File: config.mk
export PLATFORM = sky130hd
export DESIGN_NAME = flash_strobe_seq
export DESIGN_NICKNAME = d
export VERILOG_FILES = /design/src/rtl/fss_pkg.sv /design/src/rtl/fss_cfg_reg.sv /design/src/rtl/fss_phase_timer.sv /design/src/rtl/flash_strobe_seq.sv
export SDC_FILE = /design/constraint.sdc
export NUM_CORES = 1
export LEC_CHECK = 0
export BUFFER_PORTS_ARGS = -buffer_cell sky130_fd_sc_hd__buf_2
export CORE_MARGIN = 2
export CORE_UTILIZATION = 45
export DETAILED_ROUTE_END_ITERATION = 10
export GPL_TIMING_DRIVEN = 0
export PLACE_DENSITY = 0.7
export SLEW_MARGIN = 30
export SYNTH_ARGS = -nofsm -noshare
export SYNTH_HDL_FRONTEND = slang
export SYNTH_HIERARCHICAL = 1
export SYNTH_SLANG_ARGS = --single-unit
export TNS_END_PERCENT = 50
File: constraint.sdc
create_clock -name clk -period 3.5 [get_ports clk]
set_clock_uncertainty 0.1 [all_clocks]
set_input_delay 0.175 -clock clk [delete_from_list [all_inputs] [get_ports clk]]
set_output_delay 0.175 -clock clk [all_outputs]
set_load 0.005 [all_outputs]
File: src/rtl/fss_pkg.sv
package fss_pkg;
    localparam int CW_HOLD     = 0;
    localparam int CW_IRQ_EN   = 1;
    localparam int CW_SRESET   = 2;
    localparam int CW_WAIT_LSB = 3;

    typedef enum logic [1:0] {
        FSS_IDLE = 2'd0,
        FSS_LOW  = 2'd1,
        FSS_HIGH = 2'd2
    } fss_state_e;
endpackage

File: src/rtl/fss_cfg_reg.sv
module fss_cfg_reg
    import fss_pkg::*;
#(
    parameter int WAIT_W = 6,
    localparam int CW_W = WAIT_W + CW_WAIT_LSB
) (
    input  logic              clk,
    input  logic              rst_n,
    input  logic              we,
    input  logic [CW_W-1:0]   word,
    output logic [WAIT_W-1:0] wait_q,
    output logic              irq_en_q,
    output logic              hold_q,
    output logic              sreset
);
    typedef struct packed {
        logic [WAIT_W-1:0] waits;
        logic              irq_en;
        logic              hold;
    } cfg_t;

    cfg_t cfg_d, cfg_q;

    always_comb begin
        cfg_d = cfg_q;
        if (we) begin
            cfg_d.waits  = word[CW_WAIT_LSB +: WAIT_W];
            cfg_d.irq_en = word[CW_IRQ_EN];
            cfg_d.hold   = word[CW_HOLD];
        end
    end

    always_ff @(posedge clk or negedge rst_n) begin
        if (!rst_n) cfg_q <= '0;
        else        cfg_q <= cfg_d;
    end

    assign wait_q   = cfg_q.waits;
    assign irq_en_q = cfg_q.irq_en;
    assign hold_q   = cfg_q.hold;
    assign sreset   = we & word[CW_SRESET];
endmodule

File: src/rtl/fss_phase_timer.sv
module fss_phase_timer #(
    parameter int W = 6
) (
    input  logic         clk,
    input  logic         rst_n,
    input  logic         clr,
    input  logic         load,
    input  logic [W-1:0] load_val,
    output logic         expired
);
    logic [W-1:0] cnt_d, cnt_q;

    always_comb begin
        cnt_d = cnt_q;
        if (clr)              cnt_d = '0;
        else if (load)        cnt_d = load_val;
        else if (cnt_q != '0) cnt_d = cnt_q - 1'b1;
    end

    always_ff @(posedge clk or negedge rst_n) begin
        if (!rst_n) cnt_q <= '0;
        else        cnt_q <= cnt_d;
    end

    assign expired = (cnt_q == '0);
endmodule

File: src/rtl/flash_strobe_seq.sv
module flash_strobe_seq
    import fss_pkg::*;
#(
    parameter int WAIT_W = 6,
    parameter int DATA_W = 8,
    localparam int CW_W = WAIT_W + CW_WAIT_LSB
) (
    input  logic              clk,
    input  logic              rst_n,
    input  logic              ctrl_we,
    input  logic [CW_W-1:0]   ctrl_word,
    input  logic              req_valid,
    input  logic              req_write,
    input  logic [DATA_W-1:0] req_wdata,
    input  logic              cs_release,
    input  logic              irq_clr,
    input  logic [DATA_W-1:0] fl_dq_in,
    output logic [DATA_W-1:0] fl_dq_out,
    output logic              fl_dq_oe,
    output logic              fl_ce_n,
    output logic              fl_re_n,
    output logic              fl_we_n,
    output logic [DATA_W-1:0] rd_data,
    output logic              busy,
    output logic              done,
    output logic              irq
);
    typedef struct packed {
        fss_state_e        state;
        logic              wr;
        logic [DATA_W-1:0] wdata;
        logic [WAIT_W-1:0] waits;
        logic [DATA_W-1:0] rd;
        logic              cs_held;
        logic              done;
        logic              irq;
    } seq_t;

    seq_t s_d, s_q;

    logic [WAIT_W-1:0] cfg_wait;
    logic              cfg_irq_en, cfg_hold, sres;
    logic              t_load, t_expired;
    logic [WAIT_W-1:0] t_val;

    fss_cfg_reg #(.WAIT_W(WAIT_W)) u_cfg (
        .clk(clk), .rst_n(rst_n), .we(ctrl_we), .word(ctrl_word),
        .wait_q(cfg_wait), .irq_en_q(cfg_irq_en), .hold_q(cfg_hold),
        .sreset(sres)
    );

    fss_phase_timer #(.W(WAIT_W)) u_timer (
        .clk(clk), .rst_n(rst_n), .clr(sres), .load(t_load),
        .load_val(t_val), .expired(t_expired)
    );

    always_comb begin
        s_d      = s_q;
        s_d.done = 1'b0;
        t_load   = 1'b0;
        t_val    = s_q.waits;
        if (sres) begin
            s_d.state   = FSS_IDLE;
            s_d.cs_held = 1'b0;
            s_d.irq     = 1'b0;
        end else begin
            if (irq_clr) s_d.irq = 1'b0;
            unique case (s_q.state)
                FSS_IDLE: begin
                    if (req_valid) begin
                        s_d.state = FSS_LOW;
                        s_d.wr    = req_write;
                        s_d.wdata = req_wdata;
                        s_d.waits = cfg_wait;
                        t_load    = 1'b1;
                        t_val     = cfg_wait;
                        if (cfg_hold) s_d.cs_held = 1'b1;
                    end else if (cs_release) begin
                        s_d.cs_held = 1'b0;
                    end
                end
                FSS_LOW: begin
                    if (t_expired) begin
                        s_d.state = FSS_HIGH;
                        t_load    = 1'b1;
                        if (!s_q.wr) s_d.rd = fl_dq_in;
                    end
                end
                FSS_HIGH: begin
                    if (t_expired) begin
                        s_d.state = FSS_IDLE;
                        s_d.done  = 1'b1;
                        if (cfg_irq_en) s_d.irq = 1'b1;
                    end
                end
                default: s_d.state = FSS_IDLE;
            endcase
        end
    end

    always_ff @(posedge clk or negedge rst_n) begin
        if (!rst_n) begin
            s_q       <= '0;
            s_q.state <= FSS_IDLE;
        end else begin
            s_q <= s_d;
        end
    end

    assign busy      = (s_q.state != FSS_IDLE);
    assign fl_re_n   = !((s_q.state == FSS_LOW) && !s_q.wr);
    assign fl_we_n   = !((s_q.state == FSS_LOW) && s_q.wr);
    assign fl_ce_n   = !(busy || s_q.cs_held);
    assign fl_dq_oe  = busy && s_q.wr;
    assign fl_dq_out = s_q.wdata;
    assign rd_data   = s_q.rd;
    assign done      = s_q.done;
    assign irq       = s_q.irq;
endmodule

==> results.md <==
* CTS sink count at 42
* Worst Setup Start Kind: register
* Period minus WS final at 2.33 ns
* Largest net degree at the start of global routing at 43
* Max Clk Rate at 0.430 GHz
* Routability cong. at 0.861
* Pwr/cell area at 774 mW/mm²
* Critical path endpoint category: register
* Die ar. at 0.00522 mm²
* Post-CTS setup buffers at 0
* Max layer used: met4
* Net load switching power at 653 µW
* GRT Overall Usage at 16.8%
* Nets@finish at 265
* Cell taking the most area after synthesis: dfrtp_1
* Most frequent cell after synthesis: dfrtp_1
* HP Class: in2reg
* Filler cell count at 381
* Critical-path top delay cell: dfrtp_1
* ANT cells at 0
* Routed met1 length at 1700 µm
* Syn nets at 195
* Max Cap Violations at 0
* P&R area growth vs syn at 24.8%
* Final Hold Fails at 0
* Layout cells sized above 1 at 55.2%
* Vias per cell at 5.16
* Post-DR wirelength/cell at 13.5 µm
* Wirelength, routed at 3820 µm
* Final HPWL DP at 2670 µm
* Switching portion of total power at 32.3%
* Synthesized cell area at 0.00209 mm²
* Gate power share at 45.1%
* Remaining routing DRC violations at 0
* P_int at 1370 µW
* Status: complete, no violations
* CP Data Required Time at 3.59 ns
* Register area share after synthesis at 50.2%
* Mapped Cells at 161
* Slowest stage delay, CP at 0.43 ns
* CP Class: reg2reg
* Netlist cell types at 40
* Top post-synthesis cells by area: dfrtp_1 50%, mux2_2 15%, buf_4 6.1%
* Max-slew violation count at 0
* Num ports at 55
* TritonCTS Buffers at 5
* Avg Cell Area, Syn at 13.0 µm²
* First-pass GRT wire length at 6800 µm
* Dominant synthesized flop cell: dfrtp_1
* Top Family by Delay on Critical Path: compound AO/OA/AOI/OAI gates
* Tcrit/Tclk final at 66.5%
* Starting Density at 47.4%
* Maximum vdd ir drop at 0.339 mV
* Number of DRC markers in iteration 0 at 32
* Final setup vio count at 0
* Clock slew at reported path FFs at 0.08 ns
* H-tree depth at 2
* Worst flop-to-flop path startpoint: u_timer/cnt_q[0]
* Clock Power Share at 14.9%
* Worst slack, placed at 1.17 ns
* CTS tree: built
* Later-pin clock latency in the skew report at 0.29 ns
* Vias at 1465
* Sequential Power Share at 40.0%
* Most frequent cells after synthesis: 42 x dfrtp_1, 28 x mux2_2, 17 x buf_4
* First drt pass iteration count at 4
* Setup ws final at 1.17 ns
* Crit path DAT at 2.41 ns
* Crit path max fanout at 10
* Met2 WL at 1850 µm
* Ys async rst share at 100%
* Share of the synthesized area in the top cell type at 50.2%
* RSZ-0062 raised after global routing: no
* Worst-path cell chain: inv_1, ha_1, nand2b_1, nor2_4, nand2_1, a211oi_1, buf_2, nor3_1, a221o_2
* Die X at 72.2 µm
* EDFF count, synth at 0
* Clock buffer depth at 2
* Met3 WL at 208 µm
* I/O Buffers at 53
* Root Buffer: clkbuf_8
* Rel. slew slack at 62.8%
* Setup TNS at 0 ns
* Die Ht at 72.2 µm
* Total core area at 0.00441 mm²
* CP bufs+invs at 2
* Yosys warns at 6
* Flops & latches, synth at 42
* P_leak at 0.00125 µW
* Worst slew pin tran at 0.554 ns
* Crit path from: u_timer/cnt_q[0]
* GR Overflow Total at 0
* Post-DRT Antenna Nets at 0
* Initial antenna violation count at 0
* Row cnt at 24
* Number of global-route vias before repair at 1470
* Hold_sp: fl_dq_in[2]
## placed cells by master, fill, tap and decap left out, types with 2 or more instances in the layout
cell	count
dfrtp_1	42
a2111oi_0	3
nand2b_1	3
buf_6	3
mux2_4	8
a221o_2	2
nand2_1	4
buf_2	54
clkbuf_8	5
nor3_1	4
inv_1	5
o31ai_1	2
nor2_1	7
buf_4	18
mux2_2	28
dlygate4sd3_1	10
nor2b_1	2
ha_1	2
a21oi_1	4
## cell type report
class                      count  area, µm²  area share [%]
timing repair buffer          63        368            14.1
buffer                        22        171            6.56
sequential                    42       1050            40.2
multi-input combinational     91        850            32.5
clock buffer                   6       72.6            2.78
inverter                       6       22.5           0.862
clock inverter                 2       13.8           0.527
tap                           52       65.1            2.49
## flip-flops by register name (all words and copies together) (netlist names)
name,cells
done,1
fl_dq_out,8
irq,1
rd_data,8
s_q,10
u_cfg/hold_q,1
u_cfg/irq_en_q,1
u_cfg/wait_q,6
u_timer/cnt_q,6
## final timing paths
kind                            cells past startpoint  slack [ns]          endpoint
worst max-delay path                                9        1.17  u_timer/cnt_q[1]
worst min-delay path                                2        0.01        rd_data[2]
worst max register to register                      9        1.17  u_timer/cnt_q[1]
worst min register to register                      1        0.40               irq
max in group asynchronous                           2        2.64      fl_dq_out[0]
min in group asynchronous                           2        0.30        rd_data[6]
## cell families (layout without fill, tap and decap cells)
logic type | Yosys count | after routing | synth area share, %
xor gates and xnor gates | 2 | 2 | 0.836
DFF | 42 | 42 | 50.2
muxes | 37 | 37 | 21.3
adders and majority gates | 2 | 2 | 1.19
buffers and inverters | 28 | 99 | 9.26
and+or+nand+nor | 32 | 32 | 10.3
AOI/OAI and AO/OA | 18 | 18 | 6.87
## stage by stage
step	std cells	power (µW)	hold WS (ns)	util (%)	cell area [µm²]
3_5_place_dp	266	1730	0.272	54.9	2420
5_1_grt	284	2200	0.00221	59.2	2610
3_3_place_gp	266	1700	0.266	54.9	2420
4_1_cts	284	2050	0.000262	59.2	2610
2_1_floorplan	161	1460	-0.221	-	2090
6_report	284	2020	0.0118	59.2	2610
## layer usage
metal / up-vias / track usage, %
li1: 695 / -
met1: 722 / 21.4
met2: 42 / 27.7
met3: 6 / 4.17
met4: 0 / 6.29
met5: - / 0
## power by group through the flow
stage	registers, µW	logic [µW]	clock network [µW]
3_5_place_dp	818	913	0
6_report	810	911	302
2_1_floorplan	784	681	0
4_1_cts	812	925	317
3_3_place_gp	811	889	0
5_1_grt	841	1020	334
## what timing repair did
item | 4_1_cts | 5_1_grt
hold endpoints to repair | 51 | 0
resized for setup | 0 | 0
hold buffers | 10 | 0
(Power assumes the default switching activity.)
